$ cat config.mk
export PLATFORM = sky130hd
export DESIGN_NAME = gather_bank_arb
export DESIGN_NICKNAME = d
export VERILOG_FILES = /design/src/rtl/gba_pkg.sv /design/src/rtl/gba_lane_decode.sv /design/src/rtl/gba_pick.sv /design/src/rtl/gba_ctrl.sv /design/src/rtl/gather_bank_arb.sv
export SDC_FILE = /design/constraint.sdc
export NUM_CORES = 1
export LEC_CHECK = 0
export BUFFER_PORTS_ARGS = -buffer_cell sky130_fd_sc_hd__buf_4
export CORE_MARGIN = 8
export CORE_UTILIZATION = 55
export CTS_CLUSTER_DIAMETER = 120
export DETAILED_ROUTE_END_ITERATION = 8
export GPL_TIMING_DRIVEN = 1
export PLACE_DENSITY = 0.75
export REMOVE_ABC_BUFFERS = 1
export SLEW_MARGIN = 20
export SYNTH_ARGS = -nofsm -noshare
export SYNTH_HDL_FRONTEND = slang
export SYNTH_HIERARCHICAL = 1
export SYNTH_SLANG_ARGS = --single-unit
export TNS_END_PERCENT = 30
$ cat constraint.sdc
create_clock -name clk -period 3 [get_ports clk]
set_input_delay 0.3 -clock clk [delete_from_list [all_inputs] [get_ports clk]]
set_output_delay 0.3 -clock clk [all_outputs]
set_load 0.01 [all_outputs]
$ cat src/rtl/gba_pkg.sv
// Shared types of the gather bank-conflict arbiter.
// Assumes nothing beyond IEEE 1800-2017 packages.
package gba_pkg;
    typedef enum logic {
        GBA_IDLE = 1'b0,
        GBA_RUN  = 1'b1
    } gba_state_e;
endpackage

$ cat src/rtl/gba_lane_decode.sv
// Splits one lane's byte address into its bank index and word tag.
// Also flags an address that is not aligned to a word.
// Assumes BANKS and WORD_BYTES are powers of two.
module gba_lane_decode #(
    parameter int ADDR_W     = 32,
    parameter int BANKS      = 16,
    parameter int WORD_BYTES = 4,
    localparam int OFF_W     = $clog2(WORD_BYTES),
    localparam int BANK_W    = $clog2(BANKS),
    localparam int TAG_W     = ADDR_W - OFF_W
) (
    input  logic [ADDR_W-1:0] addr,
    output logic [BANK_W-1:0] bank,
    output logic [TAG_W-1:0]  tag,
    output logic              misaligned
);
    // Field extraction: the bank sits just above the byte offset.
    always_comb begin
        bank       = addr[OFF_W +: BANK_W];
        tag        = addr[ADDR_W-1:OFF_W];
        misaligned = |addr[OFF_W-1:0];
    end
endmodule

$ cat src/rtl/gba_pick.sv
// Chooses this cycle's conflict-free subset of pending lanes.
// The lowest pending lane on a bank claims that bank. Other pending lanes
// on the same bank join it only when they ask for the same word.
// Assumes pend is already free of inactive and misaligned lanes.
module gba_pick #(
    parameter int LANES  = 8,
    parameter int BANK_W = 4,
    parameter int TAG_W  = 30
) (
    input  logic [LANES-1:0]        pend,
    input  logic [LANES*BANK_W-1:0] bank_flat,
    input  logic [LANES*TAG_W-1:0]  tag_flat,
    output logic [LANES-1:0]        grant
);
    // Fixed-priority bank claim, with merging of identical words.
    always_comb begin
        logic found;
        logic same_word;
        grant = '0;
        for (int i = 0; i < LANES; i++) begin
            found     = 1'b0;
            same_word = 1'b1;
            for (int j = 0; j < i; j++) begin
                if (!found && pend[j] &&
                    bank_flat[j*BANK_W +: BANK_W] == bank_flat[i*BANK_W +: BANK_W]) begin
                    found     = 1'b1;
                    same_word = (tag_flat[j*TAG_W +: TAG_W] == tag_flat[i*TAG_W +: TAG_W]);
                end
            end
            grant[i] = pend[i] & same_word;
        end
    end
endmodule

$ cat src/rtl/gba_ctrl.sv
// Batch sequencer: takes a batch while idle, then retires granted lanes
// each cycle, and signals done once nothing remains.
// Assumes grant is always a subset of pend.
module gba_ctrl #(
    parameter int LANES = 8,
    localparam int CNT_W = $clog2(LANES + 2)
) (
    input  logic             clk,
    input  logic             rst_n,
    input  logic             start,
    input  logic [LANES-1:0] load_mask,
    input  logic [LANES-1:0] eligible,
    input  logic [LANES-1:0] grant,
    output logic [LANES-1:0] pend,
    output logic             busy,
    output logic             done,
    output logic             accept
);
    import gba_pkg::*;

    gba_state_e       state_q;
    logic [LANES-1:0] pending_q;
    logic [CNT_W-1:0] run_cnt_q;

    // Status decode from the registered state.
    always_comb begin
        busy   = (state_q == GBA_RUN);
        accept = start && (state_q == GBA_IDLE);
        pend   = busy ? (pending_q & eligible) : '0;
        done   = busy && ((pend & ~grant) == '0);
    end

    // State and pending-lane register updates.
    always_ff @(posedge clk) begin
        if (!rst_n) begin
            state_q   <= GBA_IDLE;
            pending_q <= '0;
        end else if (accept) begin
            state_q   <= GBA_RUN;
            pending_q <= load_mask;
        end else if (busy) begin
            pending_q <= pending_q & ~grant;
            if (done) state_q <= GBA_IDLE;
        end
    end

    // Counts busy cycles of the current batch, used only by the bound check.
    always_ff @(posedge clk) begin
        if (!rst_n)      run_cnt_q <= '0;
        else if (accept) run_cnt_q <= '0;
        else if (busy)   run_cnt_q <= run_cnt_q + 1'b1;
    end

    // a batch never needs more than LANES busy cycles.
    a_r4_batch_bounded: assert property (@(posedge clk) disable iff (!rst_n)
        busy |-> (run_cnt_q < CNT_W'(LANES)));

    // the cycle after done is idle.
    a_r8_idle_after_done: assert property (@(posedge clk) disable iff (!rst_n)
        done |=> !busy);
endmodule

$ cat src/rtl/gather_bank_arb.sv
// Gather bank-conflict arbiter. It latches a batch of lane addresses,
// decodes each lane's bank, and sequences conflict-free grant sets onto
// the bank enables until the batch is served.
// Assumes BANKS is a power of two and that the caller holds start for
// one cycle only while busy is low.
module gather_bank_arb #(
    parameter int LANES      = 8,
    parameter int BANKS      = 16,
    parameter int ADDR_W     = 32,
    parameter int WORD_BYTES = 4,
    localparam int OFF_W     = $clog2(WORD_BYTES),
    localparam int BANK_W    = $clog2(BANKS),
    localparam int TAG_W     = ADDR_W - OFF_W
) (
    input  logic                    clk,
    input  logic                    rst_n,
    input  logic                    start,
    input  logic [LANES-1:0]        lane_mask,
    input  logic [LANES*ADDR_W-1:0] lane_addr,
    output logic                    busy,
    output logic [LANES-1:0]        grant,
    output logic [BANKS-1:0]        bank_en,
    output logic [LANES-1:0]        lane_err,
    output logic                    done
);
    logic [LANES*ADDR_W-1:0] addr_q;
    logic [LANES-1:0]        mask_q;
    logic [LANES*BANK_W-1:0] bank_flat;
    logic [LANES*TAG_W-1:0]  tag_flat;
    logic [LANES-1:0]        mis;
    logic [LANES-1:0]        pend;
    logic                    accept;
    logic                    clash;

    // Batch capture: addresses and mask held for the whole batch.
    always_ff @(posedge clk) begin
        if (!rst_n) begin
            addr_q <= '0;
            mask_q <= '0;
        end else if (accept) begin
            addr_q <= lane_addr;
            mask_q <= lane_mask;
        end
    end

    // One decoder per lane on the captured addresses.
    for (genvar g = 0; g < LANES; g++) begin : g_lane
        gba_lane_decode #(
            .ADDR_W(ADDR_W), .BANKS(BANKS), .WORD_BYTES(WORD_BYTES)
        ) u_dec (
            .addr       (addr_q[g*ADDR_W +: ADDR_W]),
            .bank       (bank_flat[g*BANK_W +: BANK_W]),
            .tag        (tag_flat[g*TAG_W +: TAG_W]),
            .misaligned (mis[g])
        );
    end

    gba_ctrl #(.LANES(LANES)) u_ctrl (
        .clk       (clk),
        .rst_n     (rst_n),
        .start     (start),
        .load_mask (lane_mask),
        .eligible  (~mis),
        .grant     (grant),
        .pend      (pend),
        .busy      (busy),
        .done      (done),
        .accept    (accept)
    );

    gba_pick #(.LANES(LANES), .BANK_W(BANK_W), .TAG_W(TAG_W)) u_pick (
        .pend      (pend),
        .bank_flat (bank_flat),
        .tag_flat  (tag_flat),
        .grant     (grant)
    );

    // Error flags of the captured batch.
    always_comb lane_err = mask_q & mis;

    // Bank enables gathered from the granted lanes.
    always_comb begin
        bank_en = '0;
        for (int i = 0; i < LANES; i++)
            if (grant[i]) bank_en[bank_flat[i*BANK_W +: BANK_W]] = 1'b1;
    end

    // Check-only: detects two granted lanes with different words on one bank.
    always_comb begin
        clash = 1'b0;
        for (int i = 0; i < LANES; i++)
            for (int j = i + 1; j < LANES; j++)
                if (grant[i] && grant[j] &&
                    bank_flat[i*BANK_W +: BANK_W] == bank_flat[j*BANK_W +: BANK_W] &&
                    tag_flat[i*TAG_W +: TAG_W] != tag_flat[j*TAG_W +: TAG_W])
                    clash = 1'b1;
    end

    // no bank carries two different words in one cycle.
    a_r3_no_bank_clash: assert property (@(posedge clk) disable iff (!rst_n)
        !clash);

    // the lowest pending lane always makes progress.
    a_r4_lowest_served: assert property (@(posedge clk) disable iff (!rst_n)
        (pend != '0) |-> ((grant & pend & (~pend + 1'b1)) != '0));

    // only pending lanes of the captured batch are granted.
    a_r6_grant_in_batch: assert property (@(posedge clk) disable iff (!rst_n)
        (grant & ~mask_q) == '0);

    // flagged lanes are never served.
    a_r7_err_not_granted: assert property (@(posedge clk) disable iff (!rst_n)
        (grant & lane_err) == '0);

    // a strobe during a batch leaves the captured mask untouched.
    a_r9_busy_start_ignored: assert property (@(posedge clk) disable iff (!rst_n)
        (busy && start) |=> $stable(mask_q));
endmodule

==> results of run 1 <==
## timing repair
item | in CTS
hold buffers | 221
gates resized for setup | 141
setup buffers | 6
endpoints found under the setup margin | 30
endpoints found under the hold margin | 227
pin swaps | 34
## layer usage
layer,GRT usage,GRT overflow
met3,0.544,7
met1,0.626,2
met4,0.526,22
met2,0.758,21
met5,0.340,1
## per-stage QoR
stage               cells   TNS, ns
floorplan            2419  -1041.40
detailed placement   4054    -19.41
global placement     4054    -19.66
CTS                  4336    -18.90
## cells in the mapped netlist, types with 17 or more instances
cell type,count,area (sq um)
nor2_1,24,90.1
xor2_1,559,4900
buf_6,17,191
xnor2_1,387,3390
nor2b_1,280,1750
o22ai_1,32,200
inv_1,20,75.1
clkbuf_1,231,867
nand2_1,45,169
dfxtp_1,273,5470
nand4_1,114,713
nor3_1,50,250
mux2i_1,264,2640
nor4_1,149,932
buf_2,40,200
nand3_1,44,220
buf_4,309,2320
## cells by family after synthesis
logic type | count (synthesis) | share of synthesized area
compound gates | 115 | 0.0307
xor+xnor | 946 | 0.322
buf+inv | 633 | 0.145
flops | 273 | 0.212
mux | 264 | 0.103
simple gates | 801 | 0.188
==> run metrics, run 1 <==
outcome=did not finish; Failed at=global routing; stop err=[ERROR GRT-0116] Global routing finished with congestion. Check the congestion regions in the DRC Viewer.; area post-placement=32000 sq um; worst setup slack after placement=-1.16 ns; GP Congestion=1.51; GRT Util Overall=0.625; post-synthesis cell count=roughly 3000; global-route wire length before repair=between 200000 and 250000 microns; row count=79; vias in the first global route=33225; Starting Density=0.556; Post-synth EDFFs=0; PortBufs=300; post-synth cell types=70; yosys warns=6; Seq/Total Area, Yosys=0.212; CTS sink count=around 270; I/O pin cnt=about 300; largest net degree at the start of global routing=71; #FFs+latches synth=273; CTS Buf Count=31; Mapped Area=between 20000 and 30000 sq um; Main synth FF type=dfxtp_1; clock root buffer=clkbuf_16; syn_area_per_cell=8.50 sq um; Post-synth ARST share=0; gr ovfl total=between 50 and 60; width of the die=232 microns; hpwl dp=93800 microns; number of H-tree levels=1; DIE HEIGHT=about 230 microns; Clock Path Buffers=3
==> inputs of run 2 (changes only) <==
--- a/config.mk
+++ b/config.mk
@@ -7,11 +7,10 @@
 export LEC_CHECK = 0
 export BUFFER_PORTS_ARGS = -buffer_cell sky130_fd_sc_hd__buf_4
 export CORE_MARGIN = 8
-export CORE_UTILIZATION = 55
-export CTS_CLUSTER_DIAMETER = 120
+export CORE_UTILIZATION = 40
 export DETAILED_ROUTE_END_ITERATION = 8
 export GPL_TIMING_DRIVEN = 1
-export PLACE_DENSITY = 0.75
+export PLACE_DENSITY_LB_ADDON = 0.15
 export REMOVE_ABC_BUFFERS = 1
 export SLEW_MARGIN = 20
 export SYNTH_ARGS = -nofsm -noshare
==> constraint.sdc (replaced) <==
create_clock -name clk -period 3.9 [get_ports clk]
set_input_delay 0.39 -clock clk [delete_from_list [all_inputs] [get_ports clk]]
set_output_delay 0.39 -clock clk [all_outputs]
set_load 0.01 [all_outputs]
==> run 2 against run 1 <==
The flow now finishes, with violations (negative setup slack). Synthesized cell count is the same. Area after synthesis is the same.
==> run metrics, run 2 <==
clock slew seen by the registers of the worst setup and hold paths=0.06 ns; CP startpoint kind=register; most common cell in the netlist=xor2_1; outcome=finished with violations; HP Class=in -> reg; width of the die=270 microns (+16%); fmax=231 MHz; Largest stage delay, worst path=0.45 ns; synth top area cells=dfxtp_1 21%, xor2_1 19%, xnor2_1 13%, mux2i_1 10%, buf_4 9.0%; Largest regs=addr_q x256, mask_q x8, u_ctrl/pending_q x8; max FFs per register=between 200 and 300; Peak supply drop=336 uV; WP data arrival=3.93 ns; Clock Path Buffers=3 (unchanged); syn_area_per_cell=8.50 sq um (unchanged); TritonRoute pass-1 iters=8; LEAKAGE=0.0149 uW; Seq/Total Area, Yosys=0.212 (unchanged); setup ws final=-0.422 ns; Worst-Skew Late Latency=0.60 ns; Main synth FF type=dfxtp_1; FF-to-FF setup slack=about 0.56 ns; global-route wire length before repair=200000 microns; Clock Skew=between 0.02 and 0.025 ns; number of DRC markers in iteration 0=2981; TritonCTS clock tree=built; Starting Density=0.402 (-0.154); share of cells above drive strength 1=0.324; worst-path cell chain=buf_4 > xnor2_1 > nand4_1 > nor4_2 > buf_4 > a31oi_1 > o21ai_0 > and4_1 > o22a_1 > buf_4 > buf_4 > nand3b_1 > o211ai_4 > nor3_1 > buf_4; Final Net Count=between 3000 and 4000; GRT Util Overall=0.387; hold buffer count at CTS=0 (-100%); total of max-cap violations=0; final hold viol count=0; reg2reg end=u_ctrl/busy; crit path from=addr_q[167]; unrepaired setup endpoints after global routing=yes; Avg WL per Cell=35.9 microns; Reg2Reg Launch Point=addr_q[167]; CP most frequent cell=buf_4; Slew Viols, Final=0; vias in the first global route=23947; Slew @ Worst Pin=1.30 ns; die area=roughly 73000 sq um; total of fill cells in the finished design=6079; power per cell area=342 nW/um^2; yosys warns=6 (unchanged); Setup Viol. Count Final=17; hpwl dp=120000 microns (+27%); commonest non-fill, non-tap cell in the layout=buf_4; end of the critical path=done; DIE HEIGHT=270 microns (+16%); largest net degree at the start of global routing=120; worst setup slack after placement=-0.426 ns (+0.734 ns); post-synth cell types=70 (unchanged); CTS sink count=273 (unchanged); vias per cell=5.79; post-layout min period=around 4.3 ns; I/O pin cnt=301 (unchanged); Critical Path End Type=primary output; via count=24059; final WL=between 100000 and 150000 microns; gr ovfl total=0; Critical Path RT=3.51 ns; top post-synthesis cells by count=559 x xor2_1, 387 x xnor2_1, 309 x buf_4; CTS Buf Count=31 (unchanged); Mapped Area=25800 sq um (unchanged); Final ANT Viol Nets=0; Slew HR=0.136; number of H-tree levels=1 (unchanged); row count=93 (+18%); area fraction of the dominant cell type after synthesis=0.212 (unchanged); PortBufs=300 (unchanged); Post-synth EDFFs=0 (unchanged); total core area=64100 sq um; GP Congestion=1.14 (-25%); commonest cells after routing, fill and taps aside=726 x buf_4, 543 x xor2_1, 375 x xnor2_1; initial antenna violation count=5; failing checks=negative setup slack; worst-case reg-to-reg path depth=14; register with the most flip-flops=addr_q; Post-synth ARST share=0 (unchanged); CP Class=reg -> out; clock root buffer=clkbuf_16; final clock period utilization by the worst path=1.11; top cell type by total area after synthesis=dfxtp_1; crit path max fanout=5; final setup TNS=-5.85 ns; area delta synth->final=25.2%; post-synthesis cell count=3032 (unchanged); Critical-path top delay cell=dfxtp_1; #FFs+latches synth=273 (unchanged); Residual DRC=0
-- run 2: cell counts after synthesis --
Identical to the previous run, type by type.
-- run 2: kinds of logic after synthesis --
kind of cell / Yosys count / synth area share
AO/OA/AOI/OAI: 115 / 0.0307
flip-flops: 273 / 0.212
AND/OR/NAND/NOR: 801 / 0.188
buffers and inverters: 633 / 0.145
XOR/XNOR: 946 / 0.322
multiplexers: 264 / 0.103
-- run 2: timing repair --
| action | CTS | global route |
|---|---|---|
| setup buffers | 2 | 13 |
| resized for setup | 107 | 130 |
| gates cloned | 0 | 0 |
| pin swaps | 24 | 23 |
| setup endpoints to repair | 21 | 18 |
-- run 2: worst min-delay path by stage --
stage,from,endpoint,depth (start not counted)
2_1_floorplan,u_ctrl/pending_q[4],u_ctrl/pending_q[4],2
3_3_place_gp,u_ctrl/pending_q[5],u_ctrl/pending_q[5],2
3_5_place_dp,u_ctrl/pending_q[7],u_ctrl/pending_q[7],2
4_1_cts,lane_addr[143],addr_q[143],3
5_1_grt,lane_addr[7],addr_q[7],3
6_report,lane_addr[143],addr_q[143],3
-- run 2: critical path: cells and delay by family (launching register included) --
kind | cells | cell delay [ns]
AND/OR/NAND/NOR | 5 | 1.30
flip-flops | 1 | 0.45
XOR/XNOR | 1 | 0.22
AO/OA/AOI/OAI | 4 | 0.46
buffers and inverters | 5 | 0.88
-- run 2: per-layer routing --
layer | vias up | GRT usage | share of wire
li1 | 10191 | - | -
met1 | 11829 | 0.505 | 0.40
met2 | 1606 | 0.571 | 0.41
met3 | 427 | 0.105 | 0.11
met4 | 6 | 0.217 | 0.072
met5 | - | 0 | 0.00025
-- run 2: cell type report --
type	instances	area, sq um	share of cell area
inverter	20	75.1	0.00233
antenna	2	5.00	0.000155
clock inverter	13	121	0.00376
multi-input combinational	2126	17400	0.541
clock buffer	43	871	0.0270
tap	855	1070	0.0332
sequential	273	5560	0.172
timing repair buffer	822	7120	0.221
-- run 2: per-stage QoR --
stage	instance area (sq um)	hold slack, ns	power [uW]	instances	util
6_report	32300	0.0477	11000	4154	0.503
5_1_grt	32300	0.0378	11300	4152	0.503
4_1_cts	31500	0.0171	10800	4140	0.492
3_5_place_dp	30000	0.490	7760	4082	0.469
3_3_place_gp	30000	0.484	7770	4082	0.468
2_1_floorplan	22100	0.457	5430	2419	-
-- run 2: power breakdown --
part,internal (uW),switching (uW)
Clock,1680,1250
Sequential,2990,331
Combinational,2030,2760
Total,6700,4340
Note: power is estimated with default switching activity, not from simulation.
==> inputs of run 3 (changes only) <==
--- a/config.mk
+++ b/config.mk
@@ -8,6 +8,7 @@
 export BUFFER_PORTS_ARGS = -buffer_cell sky130_fd_sc_hd__buf_4
 export CORE_MARGIN = 8
 export CORE_UTILIZATION = 40
+export CTS_BUF_LIST = sky130_fd_sc_hd__clkbuf_4 sky130_fd_sc_hd__clkbuf_8
 export DETAILED_ROUTE_END_ITERATION = 8
 export GPL_TIMING_DRIVEN = 1
 export PLACE_DENSITY_LB_ADDON = 0.15
@@ -17,4 +18,4 @@
 export SYNTH_HDL_FRONTEND = slang
 export SYNTH_HIERARCHICAL = 1
 export SYNTH_SLANG_ARGS = --single-unit
-export TNS_END_PERCENT = 30
+export TNS_END_PERCENT = 20
==> run 3 against run 2 <==
The run still ends with negative setup slack left. Total power is 5.7% higher. Critical path type unchanged. Critical endpoint is now bank_en[0]. Non-clock buffer count is 177 higher. Highest routed layer unchanged. Core utilization is 2.6 points higher. Via count is 3.9% higher. Cell count is 5.1% higher.
==> run metrics, run 3 (same netlist as run 2, synthesis figures left out) <==
Top Family by Delay on Critical Path=simple AND/OR/NAND/NOR gates; PortBufs=300 (unchanged); Internal Pwr Total=7210 uW (+7.6%); area delta synth->final=31.8%; setup ws final=-0.577 ns (-0.155 ns); HP Class=in -> reg; Gate power share=0.419 (-0.014); max FFs per register=256 (unchanged); row count=93 (unchanged); width of the die=270 microns (unchanged); CTS Buf Count=51 (+65%); Power Total=11700 uW (+5.7%); WP data arrival=4.09 ns (+0.16 ns); largest net degree at the start of global routing=120 (unchanged); Critical Path RT=3.51 ns (about the same); Final Net Count=3738 (+5.6%); sequential power share=0.285 (-0.016); TritonRoute pass-1 iters=6 (-2); Clock Path Buffers=3 (unchanged); total of fill cells in the finished design=5873 (-3.4%); Avg WL per Cell=34.8 microns (-3.1%); LEAKAGE=0.0157 uW (+5.5%); Slew @ Worst Pin=1.28 ns (-0.0178 ns); Clock Power Share=0.296 (+0.031); number of DRC markers in iteration 0=3203 (+7.4%); sw frac=0.382 (-0.0109); final hold viol count=0 (unchanged); Final ANT Viol Nets=0 (unchanged); number of H-tree levels=2 (+1); unrepaired setup endpoints after global routing=yes; NetSw=4460 uW (+2.8%); share of cells above drive strength 1=0.304 (-0.0197); Slew Viols, Final=0 (unchanged); Peak supply drop=332 uV (-1.2%); register with the most flip-flops=addr_q; Clock Skew=0.0325 ns (+0.00847 ns); clock slew seen by the registers of the worst setup and hold paths=0.07 ns (about the same); total core area=64100 sq um (unchanged); Starting Density=0.402 (unchanged); final clock period utilization by the worst path=1.15 (+0.0397); GRT Util Overall=0.397 (+0.00989); Setup Viol. Count Final=17 (unchanged); Critical Path End Type=primary output; Largest regs=addr_q x256, mask_q x8, u_ctrl/pending_q x8; initial antenna violation count=3 (-2); commonest non-fill, non-tap cell in the layout=buf_4; Worst-Skew Late Latency=0.65 ns (+0.05 ns); CTS sink count=273 (unchanged); vias in the first global route=25235 (+5.4%); via count=25008 (+3.9%); Critical-path top delay cell=dfxtp_1; CP startpoint kind=register; final WL=152000 microns (+1.9%); hpwl dp=120000 microns (unchanged); CP Buf/Inv Count=3 (-2); DIE HEIGHT=270 microns (unchanged); CP Class=reg -> out; crit path max fanout=14 (+9); outcome=finished with violations; Slew HR=0.148 (+0.0119); final setup TNS=-7.77 ns (-1.92 ns); vias per cell=5.73 (-1.1%); total of max-cap violations=0 (unchanged); failing checks=negative setup slack; I/O pin cnt=301 (unchanged); power per cell area=344 nW/um^2 (+0.48%); post-layout min period=4.48 ns (+0.155 ns); global-route wire length before repair=205000 microns (+2.8%); TritonCTS clock tree=built; Largest stage delay, worst path=0.45 ns (about the same); die area=72800 sq um (unchanged); Residual DRC=0 (unchanged); clock root buffer=clkbuf_8; gr ovfl total=0 (unchanged); GP Congestion=1.14 (unchanged); worst-path cell chain=buf_12 > xnor2_2 > nand4_1 > nor4_4 > a21oi_1 > a21oi_2 > nor4b_1 > a211oi_1 > buf_4 > or3b_4 > nor3_4 > a21oi_1 > nand3_1 > buf_4; commonest cells after routing, fill and taps aside=731 x buf_4, 547 x xor2_1, 375 x xnor2_1; fmax=223 MHz (-3.5%)
## run 3: changes by cell type in the layout (fill, tap and decap cells not counted), moves of 5 or more
cell / delta
clkbuf_16: -31
clkbuf_8: +57
buf_12: -5
dfxtp_2: -8
bufinv_16: +6
buf_6: -14
dfxtp_1: +9
dlygate4sd3_1: +190
clkbuf_4: +14
clkbuf_1: -7
buf_4: +5
## run 3: worst paths after layout
check,from,to,slack [ns],cells after the start
setup / recovery,addr_q[165],bank_en[0],-0.58,14
hold / removal,lane_addr[193],addr_q[193],0.04,3
setup reg to reg,addr_q[38],u_ctrl/busy,0.49,13
hold reg to reg,u_ctrl/pending_q[7],u_ctrl/pending_q[7],0.50,2
## run 3: cell type report
class                           count  area, sq um  area share
Timing Repair Buffer              999         8810       0.260
Tap cell                          855         1070      0.0315
Inverter                           20         75.1     0.00221
Clock buffer                       76          958      0.0282
Multi-Input combinational cell   2126        17200       0.507
Sequential cell                   273         5540       0.163
Antenna cell                        1         2.50   0.0000737
Clock inverter                     17          290     0.00855
## run 3: through the flow
stage / setup WS [ns] / area (sq um) / instances / utilization / hold WS (ns)
finish: -0.577 / 34000 / 4367 / 0.530 / 0.0361
global route: -0.583 / 34000 / 4367 / 0.530 / 0.0292
CTS: -0.543 / 33700 / 4367 / 0.526 / 0.000399
detailed placement: -0.426 / 30000 / 4082 / 0.469 / 0.490
global placement: -0.911 / 30000 / 4082 / 0.468 / 0.484
floorplan: -2.90 / 22100 / 2419 / - / 0.457
## run 3: repair_timing
| item | CTS | global route |
|---|---|---|
| endpoints found under the hold margin | 192 | 0 |
| gates resized for setup | 107 | 61 |
| endpoints found under the setup margin | 23 | 18 |
| hold buffers | 190 | 0 |
| setup buffers | 2 | 0 |
| pin swaps | 25 | 16 |
## run 3: metal layers
metal  routed length (microns)  global-route usage
met5                        13                   0
met3                     16200               0.106
met2                     63600               0.594
met1                     61300               0.511
met4                     10800               0.227
## run 3: worst register-to-register path, stage by stage, from the launching register on
cell and delay, ns:
dfxtp_2 0.41, xnor2_2 0.43, nand4_1 0.43, nor4_2 0.39
buf_4 0.16, a31oi_1 0.08, o21ai_0 0.08, and4_1 0.21
o22a_1 0.15, buf_4 0.15, buf_4 0.14, nand3b_1 0.16
o211ai_4 0.17, o31a_1 0.30
## run 3: power by group through the flow
stage	clock network [uW]	logic (uW)	registers (uW)
6_report	3460	4900	3320
5_1_grt	3630	4980	3330
4_1_cts	3530	4680	3310
3_5_place_dp	0	4410	3350
3_3_place_gp	0	4420	3350
2_1_floorplan	0	1850	3580
==> inputs of run 4 (changes only) <==
--- a/config.mk
+++ b/config.mk
@@ -5,11 +5,11 @@
 export SDC_FILE = /design/constraint.sdc
 export NUM_CORES = 1
 export LEC_CHECK = 0
-export BUFFER_PORTS_ARGS = -buffer_cell sky130_fd_sc_hd__buf_4
 export CORE_MARGIN = 8
 export CORE_UTILIZATION = 40
 export CTS_BUF_LIST = sky130_fd_sc_hd__clkbuf_4 sky130_fd_sc_hd__clkbuf_8
 export DETAILED_ROUTE_END_ITERATION = 8
+export DONT_BUFFER_PORTS = 1
 export GPL_TIMING_DRIVEN = 1
 export PLACE_DENSITY_LB_ADDON = 0.15
 export REMOVE_ABC_BUFFERS = 1
==> run 4 against run 3 <==
The flow still finishes with violations (negative setup slack). Clock skew is 0.0016 ns higher. Core utilization is 2.7 points lower. Clock power decreased by 7.8%. Sequential power barely moved. Sequential share of layout area increased by 0.88 points. Die area unchanged. Cell count shrank 5.0%. Fmax up 1.5%.
==> run metrics, run 4 (same netlist as run 2, synthesis figures left out) <==
outcome=finished with violations; failing checks=negative setup slack; Final ANT Viol Nets=0 (unchanged); crit path max fanout=8 (-6); Clock Path Buffers=3 (unchanged); I/O pin cnt=301 (unchanged); power per cell area=344 nW/um^2 (+0.12%); final WL=146000 microns (-3.6%); gr ovfl total=0 (unchanged); total of fill cells in the finished design=6151 (+4.7%); number of DRC markers in iteration 0=3152 (-1.6%); WP data arrival=4.02 ns (-0.07 ns); commonest cells after routing, fill and taps aside=549 x xor2_1, 436 x buf_4, 381 x xnor2_1; largest net degree at the start of global routing=265 (+120%); GP Congestion=1.09 (-3.8%); Slew HR=0.320 (+0.172); Setup Viol. Count Final=17 (unchanged); initial antenna violation count=1 (-2); Residual DRC=0 (unchanged); final clock period utilization by the worst path=1.13 (-0.0168); LEAKAGE=0.0145 uW (-7.6%); CP Buf/Inv Count=4 (+1); share of cells above drive strength 1=0.233 (-0.0713); CTS Buf Count=53 (+3.9%); Hold WS=0.104 ns (+0.0676 ns); total core area=64100 sq um (unchanged); post-layout min period=4.41 ns (-0.0654 ns); commonest non-fill, non-tap cell in the layout=xor2_1; Critical Path End Type=primary output; Clock Skew=0.0341 ns (+0.00158 ns); vias per cell=5.81 (+1.5%); Slew @ Worst Pin=1.02 ns (-0.258 ns); worst-path cell chain=buf_4 > xor2_1 > nor4_1 > nand4_1 > nor4_4 > buf_4 > o41ai_2 > nor3_2 > buf_4 > buf_6 > nand3b_1 > nor3_1 > nor2_1 > nand4_1; CP most frequent cell=buf_4; Peak supply drop=298 uV (-10%); Top Family by Delay on Critical Path=simple AND/OR/NAND/NOR gates; TritonRoute pass-1 iters=6 (unchanged); total of max-cap violations=0 (unchanged); hpwl dp=113000 microns (-5.3%); unrepaired setup endpoints after global routing=yes; Slew Viols, Final=0 (unchanged); die area=72800 sq um (unchanged); CP startpoint kind=register; Avg WL per Cell=35.3 microns (+1.6%); final hold viol count=0 (unchanged); register with the most flip-flops=addr_q; via count=24099 (-3.6%); PortBufs=0 (-100%); Final Net Count=3515 (-6.0%); DIE HEIGHT=270 microns (unchanged); setup ws final=-0.512 ns (+0.0654 ns); Largest stage delay, worst path=0.48 ns (+0.03 ns); worst setup slack after placement=-0.542 ns (-0.116 ns); CTS sink count=273 (unchanged); fin util=0.503 (-0.0270); Worst-Skew Late Latency=0.67 ns (+0.02 ns); max FFs per register=256 (unchanged); fmax=227 MHz (+1.5%); GRT Util Overall=0.383 (-0.0134); vias in the first global route=24162 (-4.3%); clock root buffer=clkbuf_8; clock slew seen by the registers of the worst setup and hold paths=0.06 ns (about the same); Finished Layout Cells=4147 (-5.0%); placed insts=3752 (-8.1%); area delta synth->final=25.1%; Largest regs=addr_q x256, mask_q x8, u_ctrl/pending_q x8; width of the die=270 microns (unchanged); Critical Path RT=3.51 ns (about the same); HP Class=in -> reg; TritonCTS clock tree=built; Critical-path top delay cell=dfxtp_1; row count=93 (unchanged); number of H-tree levels=2 (unchanged); global-route wire length before repair=198000 microns (-3.4%); CP Class=reg -> out; Starting Density=0.402 (unchanged)
==> run 4: final cells by class <==
cell class | count | area (sq um) | share of cell area
Clock buffer | 81 | 1030 | 0.0319
Timing Repair Buffer | 774 | 7210 | 0.224
Tap cell | 855 | 1070 | 0.0332
Clock inverter | 15 | 133 | 0.00412
Inverter | 20 | 75.1 | 0.00233
Antenna cell | 3 | 7.51 | 0.000233
Sequential cell | 273 | 5540 | 0.172
Multi-Input combinational cell | 2126 | 17200 | 0.532
==> run 4: metal layers <==
metal  track usage  vias to the layer above  wire [microns]
li1              -                    10145               -
met1         0.504                    11820           59700
met2         0.569                     1692           61000
met3        0.0950                      442           15500
met4         0.214                        0           10200
met5             0                        -               0
==> run 4: metrics by stage <==
| stage | power (uW) | area, sq um | TNS, ns |
|---|---|---|---|
| floorplan | 5430 | 22100 | -784.52 |
| CTS | 10900 | 31900 | -5.75 |
| detailed placement | 7330 | 27400 | -7.56 |
| global placement | 7340 | 27400 | -8.11 |
| global route | 11400 | 32200 | -6.68 |
| finish | 11100 | 32200 | -6.65 |
==> run 4: worst reg2reg max path: stages, from the launching register on <==
cell and delay, ns:
dfxtp_1 0.48, buf_4 0.29, xor2_1 0.14, nor4_1 0.21, nand4_1 0.44, nor4_4 0.48
buf_4 0.19, o41ai_2 0.06, nor3_2 0.11, buf_4 0.17, buf_6 0.14, nor2b_1 0.05
o21ai_1 0.12, a21boi_1 0.07, dlygate4sd3_1 0.55
==> run 4: timing repair <==
action | in CTS | in global routing
hold endpoints to repair | 272 | 0
pin swaps | 26 | 25
buffers inserted | 15 | 7
hold buffers | 274 | 0
endpoints found under the setup margin | 21 | 17
resized for setup | 107 | 72
==> run 4: path summary, 6_finish.rpt <==
path	start	end	slack [ns]	cells after the start
max	addr_q[228]	bank_en[8]	-0.51	14
min	rst_n	mask_q[7]	0.10	2
max reg2reg	addr_q[228]	u_ctrl/pending_q[7]	0.30	14
min reg2reg	addr_q[224]	addr_q[224]	0.51	2
==> run 4: report_power, final <==
part           total (uW)  switching, uW  internal [uW]
registers            3300            308           3000
clock network        3190           1380           1810
logic                4600           2660           1950
total               11100           4350           6750
